`src/rtl/optb_pkg.sv`:
```
package optb_pkg;
  localparam int unsigned OPTB_PAIRS      = 8;
  localparam int unsigned OPTB_BYTE_W     = 8;
  localparam int unsigned OPTB_STAT_PAIRS = 4;
endpackage

```
`src/rtl/optb_seq.sv`:
```
module optb_seq #(
  parameter int unsigned NUM_PAIRS = 8,
  localparam int unsigned AW       = $clog2(NUM_PAIRS),
  localparam int unsigned CNT_W    = AW + 1
) (
  input  logic          clk_i,
  input  logic          rst_ni,
  output logic          rd_en_o,
  output logic [AW-1:0] rd_addr_o,
  output logic          vld_o,
  output logic [AW-1:0] vidx_o,
  output logic          last_o
);
  logic [CNT_W-1:0] issue_q;
  logic             vld_q;
  logic [AW-1:0]    vidx_q;

  assign rd_en_o   = issue_q < CNT_W'(NUM_PAIRS);
  assign rd_addr_o = issue_q[AW-1:0];

  always_ff @(posedge clk_i or negedge rst_ni) begin
    if (!rst_ni) begin
      issue_q <= '0;
      vld_q   <= 1'b0;
      vidx_q  <= '0;
    end else begin
      if (rd_en_o) issue_q <= issue_q + 1'b1;
      vld_q  <= rd_en_o;
      vidx_q <= rd_addr_o;
    end
  end

  assign vld_o  = vld_q;
  assign vidx_o = vidx_q;
  assign last_o = vld_q && (vidx_q == AW'(NUM_PAIRS - 1));

  // consecutive ascending reads
  a_r1_addr_ascend: assert property (@(posedge clk_i) disable iff (!rst_ni)
    (rd_en_o && rd_addr_o != AW'(NUM_PAIRS - 1)) |=>
      (rd_en_o && rd_addr_o == $past(rd_addr_o) + 1'b1));

  // the last read ends the burst
  a_r1_burst_end: assert property (@(posedge clk_i) disable iff (!rst_ni)
    (rd_en_o && rd_addr_o == AW'(NUM_PAIRS - 1)) |=> !rd_en_o);
endmodule

```
`src/rtl/optb_check.sv`:
```
module optb_check #(
  parameter int unsigned BYTE_W = 8
) (
  input  logic [BYTE_W-1:0] val_raw_i,
  input  logic [BYTE_W-1:0] chk_raw_i,
  output logic [BYTE_W-1:0] val_o,
  output logic              bad_o
);
  logic match, erased;

  assign match  = (chk_raw_i == ~val_raw_i);
  assign erased = (val_raw_i == '1) && (chk_raw_i == '1);
  assign val_o  = match ? val_raw_i : '1;
  assign bad_o  = !match && !erased;
endmodule

```
`src/rtl/optb_shadow.sv`:
```
module optb_shadow #(
  parameter int unsigned NUM_PAIRS = 8,
  parameter int unsigned BYTE_W    = 8,
  localparam int unsigned AW       = $clog2(NUM_PAIRS),
  localparam int unsigned BANK_W   = NUM_PAIRS * BYTE_W
) (
  input  logic              clk_i,
  input  logic              rst_ni,
  input  logic              vld_i,
  input  logic [AW-1:0]     vidx_i,
  input  logic              last_i,
  input  logic [BYTE_W-1:0] val_i,
  input  logic              bad_i,
  output logic [BANK_W-1:0] bank_o,
  output logic              err_o,
  output logic              done_o
);
  logic [BANK_W-1:0] bank_q;
  logic              err_q, done_q;

  for (genvar g = 0; g < NUM_PAIRS; g++) begin : g_byte
    always_ff @(posedge clk_i or negedge rst_ni) begin
      if (!rst_ni) bank_q[g*BYTE_W +: BYTE_W] <= '1;
      else if (vld_i && vidx_i == AW'(g)) bank_q[g*BYTE_W +: BYTE_W] <= val_i;
    end
  end

  always_ff @(posedge clk_i or negedge rst_ni) begin
    if (!rst_ni) begin
      err_q  <= 1'b0;
      done_q <= 1'b0;
    end else begin
      if (vld_i && bad_i) err_q <= 1'b1;
      if (last_i) done_q <= 1'b1;
    end
  end

  // hold safe values until the walk completes
  assign bank_o = done_q ? bank_q : '1;
  assign err_o  = done_q & err_q;
  assign done_o = done_q;

  // error never clears without reset
  a_r6_err_sticky: assert property (@(posedge clk_i) disable iff (!rst_ni)
    err_q |=> err_q);

  // error rises only after a checked pair
  a_r4_err_cause: assert property (@(posedge clk_i) disable iff (!rst_ni)
    $rose(err_q) |-> $past(vld_i));
endmodule

```
`src/rtl/optb_loader.sv`:
```
module optb_loader
  import optb_pkg::*;
#(
  parameter int unsigned NUM_PAIRS  = OPTB_PAIRS,
  parameter int unsigned BYTE_W     = OPTB_BYTE_W,
  parameter int unsigned STAT_PAIRS = OPTB_STAT_PAIRS,
  localparam int unsigned AW        = $clog2(NUM_PAIRS),
  localparam int unsigned STAT_W    = STAT_PAIRS * BYTE_W,
  localparam int unsigned WP_W      = (NUM_PAIRS - STAT_PAIRS) * BYTE_W,
  localparam int unsigned BANK_W    = NUM_PAIRS * BYTE_W
) (
  input  logic                clk_i,
  input  logic                rst_ni,
  output logic                rd_en_o,
  output logic [AW-1:0]       rd_addr_o,
  input  logic [2*BYTE_W-1:0] rd_data_i,
  output logic [STAT_W-1:0]   stat_o,
  output logic [WP_W-1:0]     wp_o,
  output logic                err_o,
  output logic                done_o
);
  logic              vld, last, bad;
  logic [AW-1:0]     vidx;
  logic [BYTE_W-1:0] val;
  logic [BANK_W-1:0] bank;

  optb_seq #(.NUM_PAIRS(NUM_PAIRS)) u_seq (
    .clk_i, .rst_ni,
    .rd_en_o, .rd_addr_o,
    .vld_o(vld), .vidx_o(vidx), .last_o(last)
  );

  optb_check #(.BYTE_W(BYTE_W)) u_check (
    .val_raw_i(rd_data_i[BYTE_W-1:0]),
    .chk_raw_i(rd_data_i[2*BYTE_W-1:BYTE_W]),
    .val_o(val), .bad_o(bad)
  );

  optb_shadow #(.NUM_PAIRS(NUM_PAIRS), .BYTE_W(BYTE_W)) u_shadow (
    .clk_i, .rst_ni,
    .vld_i(vld), .vidx_i(vidx), .last_i(last),
    .val_i(val), .bad_i(bad),
    .bank_o(bank), .err_o, .done_o
  );

  assign stat_o = bank[STAT_W-1:0];
  assign wp_o   = bank[BANK_W-1:STAT_W];

  // done is sticky
  a_r7_done_sticky: assert property (@(posedge clk_i) disable iff (!rst_ni)
    done_o |=> done_o);

  // no reads once loaded
  a_r1_quiet_after_done: assert property (@(posedge clk_i) disable iff (!rst_ni)
    done_o |-> !rd_en_o);
endmodule

```
`config.mk`:
```
export PLATFORM = sky130hd
export DESIGN_NAME = optb_loader
export DESIGN_NICKNAME = d
export VERILOG_FILES = /design/src/rtl/optb_pkg.sv /design/src/rtl/optb_seq.sv /design/src/rtl/optb_check.sv /design/src/rtl/optb_shadow.sv /design/src/rtl/optb_loader.sv
export SDC_FILE = /design/constraint.sdc
export NUM_CORES = 1
export LEC_CHECK = 0
export BUFFER_PORTS_ARGS = -buffer_cell sky130_fd_sc_hd__buf_4
export CAP_MARGIN = 20
export CORE_MARGIN = 2
export CORE_UTILIZATION = 53
export DETAILED_ROUTE_END_ITERATION = 6
export GPL_ROUTABILITY_DRIVEN = 0
export GPL_TIMING_DRIVEN = 0
export PLACE_DENSITY = 0.79
export RECOVER_POWER = 25
export SLEW_MARGIN = 20
export SYNTH_ARGS = -nofsm -noshare
export SYNTH_HDL_FRONTEND = slang
export SYNTH_HIERARCHICAL = 1
export SYNTH_SLANG_ARGS = --single-unit
```
`constraint.sdc`:
```
create_clock -name clk_i -period 1.7 [get_ports clk_i]
set_clock_uncertainty 0.1 [all_clocks]
set_input_delay 0.17 -clock clk_i [delete_from_list [all_inputs] [get_ports clk_i]]
set_output_delay 0.17 -clock clk_i [all_outputs]
set_load 0.01 [all_outputs]
```
==> flow_metrics.tcl, run 1 <==
set metrics [dict create \
    drtIter0Drc 106 \
    routed_wl_um 7716 \
    synth_area_per_cell_um2 13.35 \
    rsz0062_at_grt "true" \
    p_leak_nw 1.704 \
    antenna_cells 0 \
    cp-start-kind "input port" \
    grt_pass1_wl_um 12410 \
    timing.final.crit_period_ps 1669 \
    antenna_found_initial 0 \
    ant_nets 0 \
    critPathKind "in -> reg" \
    detail_route.wl_per_cell_um 17.00 \
    status "completed" \
    fin_hold_ws_ps 209.6 \
    clockBufferDepth 2 \
    timing.fmax_mhz 599.0 \
    clock_sinks 74 \
    yosysUniqueCellTypes 25 \
    cp.required_ps 1860 \
    ff2ff_path_depth 4 \
    die_area_mm2 0.007294 \
    synth_seq_area_share_pct 55.01 \
    syn2layout_area_growth_pct 32.13 \
    tightest_slew_ps 950.0 \
    synthCells 263 \
    maxCapViolCount 0 \
    r2r_end "u_shadow/bank_q[38]" \
    hold_violations 0 \
    cts_buffers 9 \
    worstSetupEndpointType "flip-flop" \
    final-seq-area_mm2 0.001932 \
    yosysTopAreaCell "dfstp_2" \
    fin_cells 454 \
    synth_area_leaders "dfstp_2 48%, mux2_2 21%, nand2b_1 12%" \
    die_width_um 85.41 \
    critPathArrivalTime_ps 1830 \
    powerDensity_mw_per_mm2 693.2 \
    ys_warn_count 6 \
    maxSlewViolCount 0 \
    dp_hpwl_um 5060 \
    core-area_mm2 0.006386 \
    reg2reg_slack_ps 70 \
    dp_cells 427 \
    grt_max_degree 75 \
    fill_cells 455 \
    fin_crit_sh_pct 98.21 \
    yosys_register_bits 74 \
    vias 2384 \
    r2r-start "u_seq/vidx_o[2]" \
    hp-start "rd_data_i[10]" \
    syn_area_mm2 0.003512 \
    multiInputGateArea_mm2 0.001531 \
    final_common_cell "buf_4" \
    whs_path_depth 5 \
    setup_violations 0 \
    cts_tree "built" \
    htreeDepth 3 \
    grt_pass1_vias 2424 \
    worstSkewPairLatency_ps 340 \
    final_nets 392 \
    grt.total_usage_pct 22.35 \
    yosysTopAreaCellShare_pct 47.88 \
    viasPerCell 5.251 \
    cts-root-buf "clkbuf_8" \
    relSlewSlack_pct 36.67 \
    remaining_drc_errors 0 \
    holdCritPathClass "in -> reg" \
    grt_overflow 0 \
    initial_core_util_pct 55.00 \
    ioPinCount 88 \
    io_buffers 87 \
    firstDrtPassIters 4 \
    min_to "u_shadow/err_q" \
    num_rows 29 \
    drive_gt1_share_pct 70.29 \
    vdd_drop_max_mv 0.5284 \
    mostFrequentLayoutCells "107 x buf_4, 65 x nand2b_1, 65 x mux2_2, 64 x dfstp_2" \
    syn-num-nets 282 \
    dieHeight_um 85.41 \
    crit_fanout 9 \
    path_clk_slew_ps 70 \
]
[per-layer routing]
| layer | global-route usage [%] | up-vias | wire (um) |
|---|---|---|---|
| met5 | 0 | - | 0 |
| met4 | 8.802 | 0 | 145 |
| met3 | 4.280 | 11 | 370 |
| met2 | 35.65 | 68 | 3773 |
| met1 | 30.35 | 1191 | 3427 |
| li1 | - | 1114 | - |
[power by group]
| group | internal, mW | leakage (nW) | total [mW] | switching [mW] |
|---|---|---|---|---|
| Combinational | 0.0605 | 0.811 | 0.141 | 0.0805 |
| Clock | 0.706 | 0.0962 | 1.30 | 0.590 |
| Sequential | 1.78 | 0.797 | 1.78 | 0.00230 |
[metrics by stage]
| step | setup slack, ps | area (um2) | util [%] | TNS, ps | power (mW) |
|---|---|---|---|---|---|
| detailed placement | -561.8 | 4262 | 66.73 | -31190 | 1.936 |
| global placement | -555.6 | 4262 | 66.73 | -30730 | 1.933 |
| floorplan | 105.2 | 3512 | - | 0 | 1.849 |
| CTS | 13.46 | 4586 | 71.81 | 0 | 3.252 |
| finish | 30.51 | 4641 | 72.67 | 0 | 3.217 |
| global route | -53.68 | 4641 | 72.67 | -580.1 | 3.346 |
[how the worst max path moves through the flow]
stage                    startpoint                   to  slack (ps)
detailed placement     rd_data_i[1]  u_shadow/bank_q[34]        -560
floorplan              rd_data_i[9]  u_shadow/bank_q[10]         110
CTS                 u_shadow/done_o              wp_o[5]          10
global placement       rd_data_i[1]   u_shadow/bank_q[4]        -560
finish                 rd_data_i[1]  u_shadow/bank_q[38]          30
global route        u_seq/vidx_o[2]  u_shadow/bank_q[40]         -50
[registers in the layout, indices dropped and copies added (netlist names)]
register	count
u_seq/issue_q	4
u_seq/vidx_o	3
u_seq/vld_o	1
u_shadow/bank_q	64
u_shadow/done_o	1
u_shadow/err_q	1
[critical path: stages]
cell      delay [ps]
buf_4            120
xnor2_1          150
nor4_4           500
nand3b_1         460
mux2_2           430
[cell families after synthesis]
group	count (synthesis)	synth area share, %
buf+inv	18	2.743
xor+xnor	10	2.494
simple gates	93	18.20
flops	74	55.01
fa+ha+maj	1	0.3562
mux	65	20.84
compound gates	2	0.3562
[Yosys cell counts]
cell type	number
and2_1	1
inv_1	1
buf_2	5
nand2_1	1
a21oi_1	1
nand4_1	5
buf_6	1
nand4b_1	3
nor4_2	2
and4_1	1
or2_2	1
nor4bb_1	3
clkbuf_1	7
xnor2_1	10
nand2b_1	65
dfrtp_1	10
nand3_1	1
ha_1	1
nand3b_1	8
a21o_1	1
buf_4	4
mux2_2	65
nor4b_4	1
dfstp_2	64
nor4_1	1
[area by class of cell]
class,instances,share of cell area (%)
Inverter,1,0.08088
Timing Repair Buffer,99,16.07
Clock buffer,12,3.128
Multi-Input combinational cell,171,33.00
Clock inverter,3,0.8628
Tap cell,77,2.076
Buffer,17,3.154
Sequential cell,74,41.63
[timing repair]
action                                  in CTS  in global routing
endpoints found under the setup margin     108                 71
gates resized for setup                     16                 18
hold buffers                                 1                  0
pin swaps                                    6                  1
setup buffers                                9                  2
endpoints found under the hold margin       10                  0
No activity file was read; power rests on OpenSTA's default activity.
==> run 2: changes to the inputs <==
--- a/config.mk
+++ b/config.mk
@@ -8,14 +8,13 @@
 export BUFFER_PORTS_ARGS = -buffer_cell sky130_fd_sc_hd__buf_4
 export CAP_MARGIN = 20
 export CORE_MARGIN = 2
-export CORE_UTILIZATION = 53
+export CORE_UTILIZATION = 52
 export DETAILED_ROUTE_END_ITERATION = 6
 export GPL_ROUTABILITY_DRIVEN = 0
 export GPL_TIMING_DRIVEN = 0
-export PLACE_DENSITY = 0.79
+export PLACE_DENSITY = 0.78
 export RECOVER_POWER = 25
 export SLEW_MARGIN = 20
 export SYNTH_ARGS = -nofsm -noshare
 export SYNTH_HDL_FRONTEND = slang
-export SYNTH_HIERARCHICAL = 1
 export SYNTH_SLANG_ARGS = --single-unit
==> flow_metrics.tcl, run 2 <==
set metrics [dict create \
    detail_route.wl_per_cell_um 15.91 \
    firstDrtPassIters 4 \
    synth_area_leaders "dfstp_2 51%, nand2b_1 12%, dfrtp_1 7.6%" \
    powerDensity_mw_per_mm2 687.3 \
    path_clk_slew_ps 70 \
    num_rows 29 \
    ioPinCount 88 \
    multiInputGateArea_mm2 0.001400 \
    grt.total_usage_pct 23.85 \
    synthXorXnorAreaFrac_pct 2.644 \
    vias 2739 \
    yosysUniqueCellTypes 25 \
    reg2reg_slack_ps 80 \
    syn-num-nets 350 \
    routed_wl_um 8418 \
    synth_mux_area_share_pct 0.3399 \
    yosysTopAreaCell "dfstp_2" \
    synth-async-reset-ratio_pct 100.0 \
    p_leak_nw 2.025 \
    antenna_cells 0 \
    cp-start-kind "input port" \
    vdd_drop_max_mv 0.4511 \
    switching_power_mw 0.6945 \
    grt_overflow 0 \
    cp.required_ps 1850 \
    dieHeight_um 83.82 \
    io_buffers 87 \
    maxSlewViolCount 0 \
    synth_fa_ha_area_share_pct 0.3776 \
    critPathArrivalTime_ps 1820 \
    synth_edf_count 0 \
    dp_hpwl_um 5449 \
    cts_buffers 9 \
    core-area_mm2 0.006241 \
    comb_power_share_pct 4.6 \
    viasPerCell 5.178 \
    die_width_um 83.82 \
    relSlewSlack_pct 37.43 \
    seq_power_share_pct 56.9 \
    ant_nets 0 \
    synth_area_per_cell_um2 10.01 \
    syn2layout_area_growth_pct 37.27 \
    timing.final.crit_period_ps 1677 \
    utilization_pct 72.87 \
    tightest_slew_ps 938.5 \
    synthTopCellsByCount "66 x nand2b_1, 64 x dfstp_2, 35 x nand2_1, 33 x nor2_1" \
    ys.flop_type "dfstp_2" \
    clockBufferDepth 2 \
    yosys_register_bits 74 \
    synthCells 331 \
    antenna_found_initial 0 \
    maxCapViolCount 0 \
    final_nets 467 \
    ys_warn_count 0 \
    grt_pass1_vias 2564 \
    synthSimpleGateAreaFrac_pct 25.38 \
    htreeDepth 3 \
    fin_crit_sh_pct 98.63 \
    grt_pass1_wl_um 12940 \
    drive_gt1_share_pct 47.35 \
    clock_sinks 74 \
    synth_top_family_by_area "simple AND/OR/NAND/NOR gates" \
    worstSkewPairLatency_ps 350 \
    cts_tree "built" \
    mostFrequentLayoutCells "107 x buf_4, 65 x nand2b_1, 64 x dfstp_2, 35 x nand2_1, 33 x nor2_1" \
    syn_area_mm2 0.003313 \
    die_area_mm2 0.007026 \
    top_register "u_shadow.bank_q" \
    critPathKind "in -> reg" \
    hold_violations 0 \
    clkPwrFrac_pct 38.5 \
    drtIter0Drc 197 \
    timing.fmax_mhz 596.4 \
    power.share.switching_pct 22.22 \
    initial_core_util_pct 53.09 \
    status "completed" \
    crit_fanout 9 \
    fill_cells 458 \
    holdCritPathClass "in -> reg" \
    cts-root-buf "clkbuf_8" \
    remaining_drc_errors 0 \
    synth_compound_area_share_pct 10.16 \
    worstSetupEndpointType "flip-flop" \
    grt_max_degree 75 \
    synth.most_common_cell "nand2b_1" \
    finalPower_mw 3.126 \
    final-seq-area_mm2 0.001933 \
    final_common_cell "buf_4" \
    yosysTopAreaCellShare_pct 50.76 \
    synth_seq_area_share_pct 58.31 \
    p_int_mw 2.431 \
    setup_violations 0 \
    largest_reg_flops 64 \
]
-- run 2: critical path, cell delays in order --
cell,delay (ps)
buf_4,130
xor2_1,190
nand4_2,490
nor3_4,620
o21ai_0,210
-- run 2: per-layer routing --
metal,GRT usage (%),vias to the layer above,share of wire [%]
li1,-,1325,-
met1,31.78,1312,40
met2,39.05,91,52
met3,4.253,11,6.1
met4,9.384,0,1.2
met5,0,-,0
-- run 2: final timing paths --
path                                   from                  end  depth (start not counted)
setup / recovery               rd_data_i[7]  u_shadow.bank_q[58]                          5
hold / removal                 rd_data_i[5]  u_shadow.bank_q[37]                          3
setup reg to reg            u_seq.vidx_o[0]  u_shadow.bank_q[47]                          4
hold reg to reg            u_seq.issue_q[1]      u_seq.vidx_o[1]                          0
max in group asynchronous            rst_ni      u_seq.vidx_o[1]                          2
min in group asynchronous            rst_ni      u_shadow.done_o                          2
-- run 2: cells by family after synthesis --
kind of cell	after synthesis
AOI/OAI and AO/OA	66
xor gates and xnor gates	10
adders and majority gates	1
buffers and inverters	21
DFF	74
muxes	1
and+or+nand+nor	158
-- run 2: metrics by stage --
| stage | setup TNS, ps | setup WS (ps) | area [um2] | std cells | hold slack (ps) |
|---|---|---|---|---|---|
| finish | 0 | 23.26 | 4548 | 529 | 58.96 |
| global route | -664.5 | -74.88 | 4548 | 529 | 67.03 |
| CTS | -2899 | -262.3 | 4334 | 512 | 93.92 |
| detailed placement | -21010 | -623.6 | 4095 | 496 | 241.9 |
| global placement | -32740 | -689.9 | 4063 | 495 | 234.8 |
| floorplan | 0 | 189.0 | 3313 | 331 | -225.6 |
-- run 2: timing repair --
| action | in CTS | in global routing |
|---|---|---|
| buffers inserted | 2 | 16 |
| hold buffers | 1 | 0 |
| endpoints found under the hold margin | 10 | 0 |
| cloned | 0 | 0 |
| endpoints found under the setup margin | 80 | 88 |
| pin swaps | 1 | 7 |
| gates resized for setup | 17 | 16 |
-- run 2: power groups by stage --
stage / Sequential (mW) / Clock (mW) / Combinational [mW]
2_1_floorplan: 1.81 / 0 / 0.0326
3_3_place_gp: 1.81 / 0 / 0.116
3_5_place_dp: 1.81 / 0 / 0.122
4_1_cts: 1.78 / 1.23 / 0.125
5_1_grt: 1.78 / 1.32 / 0.158
6_report: 1.78 / 1.20 / 0.143
-- run 2: final cells by class --
class                           instances  area share, %
Sequential cell                        74          42.50
Multi-Input combinational cell        236          30.78
Timing Repair Buffer                  108          18.38
Clock buffer                           13          3.494
Buffer                                 18          2.393
Tap cell                               77          2.118
Clock inverter                          2         0.2476
Inverter                                1        0.08253
